===== config.mk =====
export PLATFORM = sky130hd
export DESIGN_NAME = uart_frame_rx
export DESIGN_NICKNAME = d
export VERILOG_FILES = /design/src/rtl/uart_rx_pkg.sv /design/src/rtl/uart_rx_sync.sv /design/src/rtl/uart_rx_parity_chk.sv /design/src/rtl/uart_frame_rx.sv
export SDC_FILE = /design/constraint.sdc
export NUM_CORES = 1
export LEC_CHECK = 0
export ABC_CLOCK_PERIOD_IN_PS = 2000
export CAP_MARGIN = 20
export CORE_AREA = 2 2 67 69
export DETAILED_ROUTE_END_ITERATION = 10
export DIE_AREA = 0 0 69 71
export PLACE_DENSITY = 0.82
export SLEW_MARGIN = 20
export SYNTH_ARGS = -nofsm -noshare
export SYNTH_HDL_FRONTEND = slang
export SYNTH_SLANG_ARGS = --single-unit

===== constraint.sdc =====
create_clock -name clk_i -period 2 [get_ports clk_i]
set_input_delay 0.2 -clock clk_i [delete_from_list [all_inputs] [get_ports clk_i]]
set_output_delay 0.2 -clock clk_i [all_outputs]
set_load 0.005 [all_outputs]

===== src/rtl/uart_rx_pkg.sv =====
package uart_rx_pkg;

  localparam int unsigned WORD_MAX = 8;

  typedef enum logic [2:0] {
    ST_HUNT,
    ST_START,
    ST_DATA,
    ST_PARITY,
    ST_STOP
  } rx_state_e;

  // Bit order matches the shared line-configuration value.
  typedef struct packed {
    logic       fixed_par;
    logic       even_sel;
    logic       par_on;
    logic       long_stop;
    logic [1:0] wlen;
  } line_cfg_t;

endpackage


===== src/rtl/uart_rx_sync.sv =====
module uart_rx_sync #(
  parameter int unsigned STAGES = 2
) (
  input  logic clk_i,
  input  logic rst_ni,
  input  logic d_i,
  output logic q_o
);
  logic [STAGES-1:0] chain_q;

  generate
    if (STAGES == 1) begin : g_one
      always_ff @(posedge clk_i or negedge rst_ni) begin
        if (!rst_ni) chain_q <= '1;
        else         chain_q <= d_i;
      end
    end else begin : g_many
      always_ff @(posedge clk_i or negedge rst_ni) begin
        if (!rst_ni) chain_q <= '1;
        else         chain_q <= {chain_q[STAGES-2:0], d_i};
      end
    end
  endgenerate

  assign q_o = chain_q[STAGES-1];
endmodule


===== src/rtl/uart_rx_parity_chk.sv =====
module uart_rx_parity_chk
  import uart_rx_pkg::*;
(
  input  line_cfg_t cfg_i,
  input  logic      data_xor_i,
  input  logic      par_bit_i,
  output logic      mismatch_o
);
  logic expect_bit;

  always_comb begin
    if (cfg_i.fixed_par) expect_bit = ~cfg_i.even_sel;
    else if (cfg_i.even_sel) expect_bit = data_xor_i;
    else expect_bit = ~data_xor_i;
    mismatch_o = cfg_i.par_on & (expect_bit ^ par_bit_i);
  end
endmodule


===== src/rtl/uart_frame_rx.sv =====
module uart_frame_rx
  import uart_rx_pkg::*;
#(
  parameter int unsigned OVS         = 16,
  parameter int unsigned SYNC_STAGES = 2
) (
  input  logic       clk_i,
  input  logic       rst_ni,
  input  logic       rx_i,
  input  logic       tick16_i,
  input  logic [5:0] line_cfg_i,
  output logic [7:0] rx_data_o,
  output logic       rx_valid_o,
  output logic       par_err_o,
  output logic       frm_err_o,
  output logic       brk_o
);
  localparam int unsigned CNT_W = $clog2(OVS);
  localparam logic [CNT_W-1:0] MID_M1  = CNT_W'(OVS / 2 - 1);
  localparam logic [CNT_W-1:0] LAST_TK = CNT_W'(OVS - 1);

  rx_state_e             state_q;
  logic [CNT_W-1:0]      tick_cnt_q;
  logic [2:0]            bit_idx_q;
  logic [WORD_MAX-1:0]   shift_q;
  logic                  xor_q;
  logic                  any_one_q;
  logic                  line_q;
  logic                  par_bit_q;
  line_cfg_t             cfg_q;
  logic                  rx_s;
  logic                  par_bad;
  logic                  slot_mid;
  logic [2:0]            last_idx;
  logic [3:0]            word_bits;

  uart_rx_sync #(.STAGES(SYNC_STAGES)) i_sync (
    .clk_i (clk_i),
    .rst_ni(rst_ni),
    .d_i   (rx_i),
    .q_o   (rx_s)
  );

  uart_rx_parity_chk i_par (
    .cfg_i     (cfg_q),
    .data_xor_i(xor_q),
    .par_bit_i (par_bit_q),
    .mismatch_o(par_bad)
  );

  assign slot_mid  = tick16_i && (tick_cnt_q == LAST_TK);
  assign last_idx  = {1'b0, cfg_q.wlen} + 3'd4;
  assign word_bits = {2'b00, cfg_q.wlen} + 4'd5;

  always_ff @(posedge clk_i or negedge rst_ni) begin
    if (!rst_ni) begin
      state_q    <= ST_HUNT;
      tick_cnt_q <= '0;
      bit_idx_q  <= '0;
      shift_q    <= '0;
      xor_q      <= 1'b0;
      any_one_q  <= 1'b0;
      line_q     <= 1'b1;
      par_bit_q  <= 1'b0;
      cfg_q      <= '0;
      rx_data_o  <= '0;
      rx_valid_o <= 1'b0;
      par_err_o  <= 1'b0;
      frm_err_o  <= 1'b0;
      brk_o      <= 1'b0;
    end else begin
      rx_valid_o <= 1'b0;
      par_err_o  <= 1'b0;
      frm_err_o  <= 1'b0;
      brk_o      <= 1'b0;
      if (tick16_i) begin
        case (state_q)
          ST_HUNT: begin
            line_q <= rx_s;
            if (line_q && !rx_s) begin
              state_q    <= ST_START;
              tick_cnt_q <= '0;
            end
          end
          ST_START: begin
            if (tick_cnt_q == MID_M1) begin
              if (!rx_s) begin
                state_q    <= ST_DATA;
                tick_cnt_q <= '0;
                bit_idx_q  <= '0;
                shift_q    <= '0;
                xor_q      <= 1'b0;
                any_one_q  <= 1'b0;
                cfg_q      <= line_cfg_t'(line_cfg_i);
              end else begin
                state_q <= ST_HUNT;
                line_q  <= 1'b1;
              end
            end else begin
              tick_cnt_q <= tick_cnt_q + 1'b1;
            end
          end
          default: begin
            tick_cnt_q <= (tick_cnt_q == LAST_TK) ? '0 : tick_cnt_q + 1'b1;
          end
        endcase
      end

      if (slot_mid) begin
        case (state_q)
          ST_DATA: begin
            shift_q[bit_idx_q] <= rx_s;
            xor_q              <= xor_q ^ rx_s;
            any_one_q          <= any_one_q | rx_s;
            if (bit_idx_q == last_idx)
              state_q <= cfg_q.par_on ? ST_PARITY : ST_STOP;
            else
              bit_idx_q <= bit_idx_q + 1'b1;
          end
          ST_PARITY: begin
            par_bit_q <= rx_s;
            any_one_q <= any_one_q | rx_s;
            state_q   <= ST_STOP;
          end
          ST_STOP: begin
            rx_valid_o <= 1'b1;
            rx_data_o  <= shift_q;
            par_err_o  <= par_bad;
            frm_err_o  <= !rx_s;
            brk_o      <= !rx_s && !any_one_q;
            line_q     <= rx_s;
            state_q    <= ST_HUNT;
          end
          default: ;
        endcase
      end
    end
  end

  AST_VALID_ONE_CYCLE: assert property (@(posedge clk_i) disable iff (!rst_ni)
    rx_valid_o |=> !rx_valid_o);
  AST_FLAGS_NEED_VALID: assert property (@(posedge clk_i) disable iff (!rst_ni)
    (par_err_o || frm_err_o || brk_o) |-> rx_valid_o);
  AST_BREAK_IS_FRAMING: assert property (@(posedge clk_i) disable iff (!rst_ni)
    brk_o |-> (frm_err_o && rx_data_o == '0));
  AST_NO_PARITY_WHEN_OFF: assert property (@(posedge clk_i) disable iff (!rst_ni)
    (rx_valid_o && !cfg_q.par_on) |-> !par_err_o);
  AST_UPPER_BITS_ZERO: assert property (@(posedge clk_i) disable iff (!rst_ni)
    rx_valid_o |-> ((rx_data_o >> word_bits) == '0));
  AST_START_CONFIRMED_LOW: assert property (@(posedge clk_i) disable iff (!rst_ni)
    (state_q == ST_START && tick16_i && tick_cnt_q == MID_M1 && rx_s) |=> state_q == ST_HUNT);
endmodule


==> impl_metrics.ini <==
[power]
p_per_area_nw_per_um2 = 935
p_leak_nw = 1.15
peakVddDrop_v = 0.000513

[route]
first_pass_iters = 4
vias = 1400
drc = 0
drt_wl_total_mm = 3.74
routedWlPerCell_um = 14.5
drt-initial-drc-count = 92
ant_nets = 0
drt-vias-per-instance = 5.41

[worst_setup_path]
crit_family = simple AND/OR/NAND/NOR gates
worstPathCellList = ha_2, nand4_1, nor4b_2, buf_4, mux2_2
critPathSlowestCell = dfrtp_1
start_kind = flip-flop
cp-end-kind = flip-flop
max_stage_delay_ns = 0.42
r2r_start = tick_cnt_q[0]
critPathKind = reg -> reg
required_ns = 2.18
critPathMaxFanout = 13
timing.reg2reg.worst_path_depth = 5
worst_ep_arrival_time_ns = 2.07
r2r-end = rx_data_o[1]
path_buf_inv = 1
reg2reg_slack_ns = 0.12

[place]
placedInstanceArea_sq_um = 2350
numPortBuffers = 20
place_congestion = 0.852
hpwl_mm = 2.58

[sta]
finalCriticalPeriod_ns = 1.88
fin_tns_setup_ns = 0
finClkSkew_ns = 0.00238
finalCritPeriodShare_pct = 94.2
max_slew_margin_pct = 75.5
worst_pin_slew_ns = 0.358
hold_viol_final = 0
slew_violations = 0
setup_viol = 0
fmax_mhz = 531

[logic_synthesis]
synthTopCellsByCount = dfrtp_1, mux2_2, nor2b_1
synth_top_area_share_pct = 47.2
synth_top_area_cell = dfrtp_1
syn-cell-area_sq_um = 2020
yosysWarnings = 0
ys_seq_elements = 41
ys_seq_area_share_pct = 51.1
ys.flop_type = dfrtp_1
synthTopCellsByArea = dfrtp_1, mux2_2, nor2b_1
synth_edf_count = 0
syn_area_per_cell_sq_um = 11.8
synth_nets = 184
synth.distinct_cells = 45
synth_cells = 171
async_flop_share_pct = 100
yosysMostFrequentCell = dfrtp_1

[layout]
syn2layout_area_growth_pct = 23.7
final_area_sq_um = 2490
final_core_util_pct = 59.3
layout.nets = 219
num_antenna_cells = 0
drive_above_1_share_pct = 28.5

[floorplan]
core-area_sq_um = 4200
start_util_pct = 47.9
die_area_sq_um = 4900
die_h_um = 71
die_width_um = 69
io_pins = 22
num_rows = 24

[cts]
clk_pin_slew_ns = 0.08
clock_path_buffers = 2
h-tree-depth = 2
post-cts-setup-buffers = 0
cts_tree = done
cts.sinks = 41
clkLatencyLatePin_ns = 0.29
cts_buffers = 5
clockRootBuffer = clkbuf_8

[global_route]
track_usage_pct = 16.8
grt-ovfl-total = 0
grt_max_degree = 19
grt_first_pass_wirelength_mm = 6.67
first_global_vias = 1447
antenna_found_initial = 0

[run_status]
outcome = complete, no violations

[flow_run]
cap_viol_max_count = 0

[hold_path]
min_path_type = in -> async
[registers in the layout (all words and copies together) (netlist names), 2 cells and up]
register / flops
rx_data_o: 8
shift_q: 8
cfg_q: 5
tick_cnt_q: 4
bit_idx_q: 3
state_q: 3
i_sync.chain_q: 2
[routing by layer]
| metal | vias to the layer above | track usage [%] | routed length, um |
|---|---|---|---|
| met1 | 689 | 22.2 | 1740 |
| li1 | 682 | - | - |
| met3 | 6 | 3.99 | 111 |
| met2 | 23 | 27.1 | 1830 |
| met4 | 0 | 6.10 | 59 |
| met5 | - | 0 | 0 |
[worst register-to-register path, stage by stage, from the launching register on]
cell and delay, ns:
dfrtp_1 0.42, ha_2 0.25, nand4_1 0.22, nor4b_2 0.27
buf_4 0.25, mux2_2 0.36
[final cells by class]
class                      instances  area [sq um]
multi-input combinational        118           961
sequential                        41          1030
tap                               52          65.1
fill                             346          1710
inverter                           5          18.8
timing repair buffer              35           323
clock inverter                     2          13.8
clock buffer                       6          82.6
[power by group]
part | internal [mW] | total [mW] | switching, mW
Sequential | 0.956 | 1.10 | 0.146
Combinational | 0.336 | 0.654 | 0.318
Clock | 0.280 | 0.574 | 0.295
[worst max-delay path by stage]
stage | start | endpoint | slack [ns] | depth (start not counted)
after floorplan | state_q[1] | cfg_q[0] | 0.03 | 5
after global placement | tick16_i | shift_q[2] | -0.06 | 6
after detailed placement | tick16_i | shift_q[4] | -0.06 | 6
after CTS | tick_cnt_q[0] | shift_q[0] | 0.03 | 5
after global routing | tick_cnt_q[0] | rx_data_o[3] | -0.03 | 5
final | tick_cnt_q[0] | rx_data_o[1] | 0.12 | 5
[layout by cell type (no fill, tap or decap), types with 4 or more instances in the layout]
cell / count
nand2_1: 6
dfrtp_1: 38
mux2_4: 4
a21oi_1: 5
nand3_1: 4
mux2i_1: 4
buf_4: 13
nor3_1: 4
clkdlybuf4s50_1: 19
inv_1: 5
xnor2_1: 4
nor2_1: 8
clkbuf_8: 6
nor2b_1: 14
mux2_2: 20
[metrics by stage]
stage	setup slack (ns)	cells	hold slack (ns)	power [mW]
3_3_place_gp	-0.0587	250	0.0884	1.72
4_1_cts	0.0285	259	0.304	2.33
2_1_floorplan	0.0298	171	-0.0956	1.56
3_5_place_dp	-0.0568	250	0.0909	1.74
5_1_grt	-0.0301	259	0.307	2.48
6_report	0.116	259	0.301	2.33
[what timing repair did]
action | 4_1_cts | 5_1_grt
hold endpoints to repair | 9 | 0
gates resized for setup | 0 | 6
setup endpoints to repair | 0 | 14
hold buffers | 1 | 0
[cell families after synthesis]
logic type / share of synthesized area [%]
buffers and inverters: 2.86
XOR/XNOR: 2.17
AND/OR/NAND/NOR: 18.2
flip-flops: 51.1
AO/OA/AOI/OAI: 7.64
multiplexers: 16.1
adder cells (fa/ha/maj): 1.86
(Power assumes the default switching activity.)
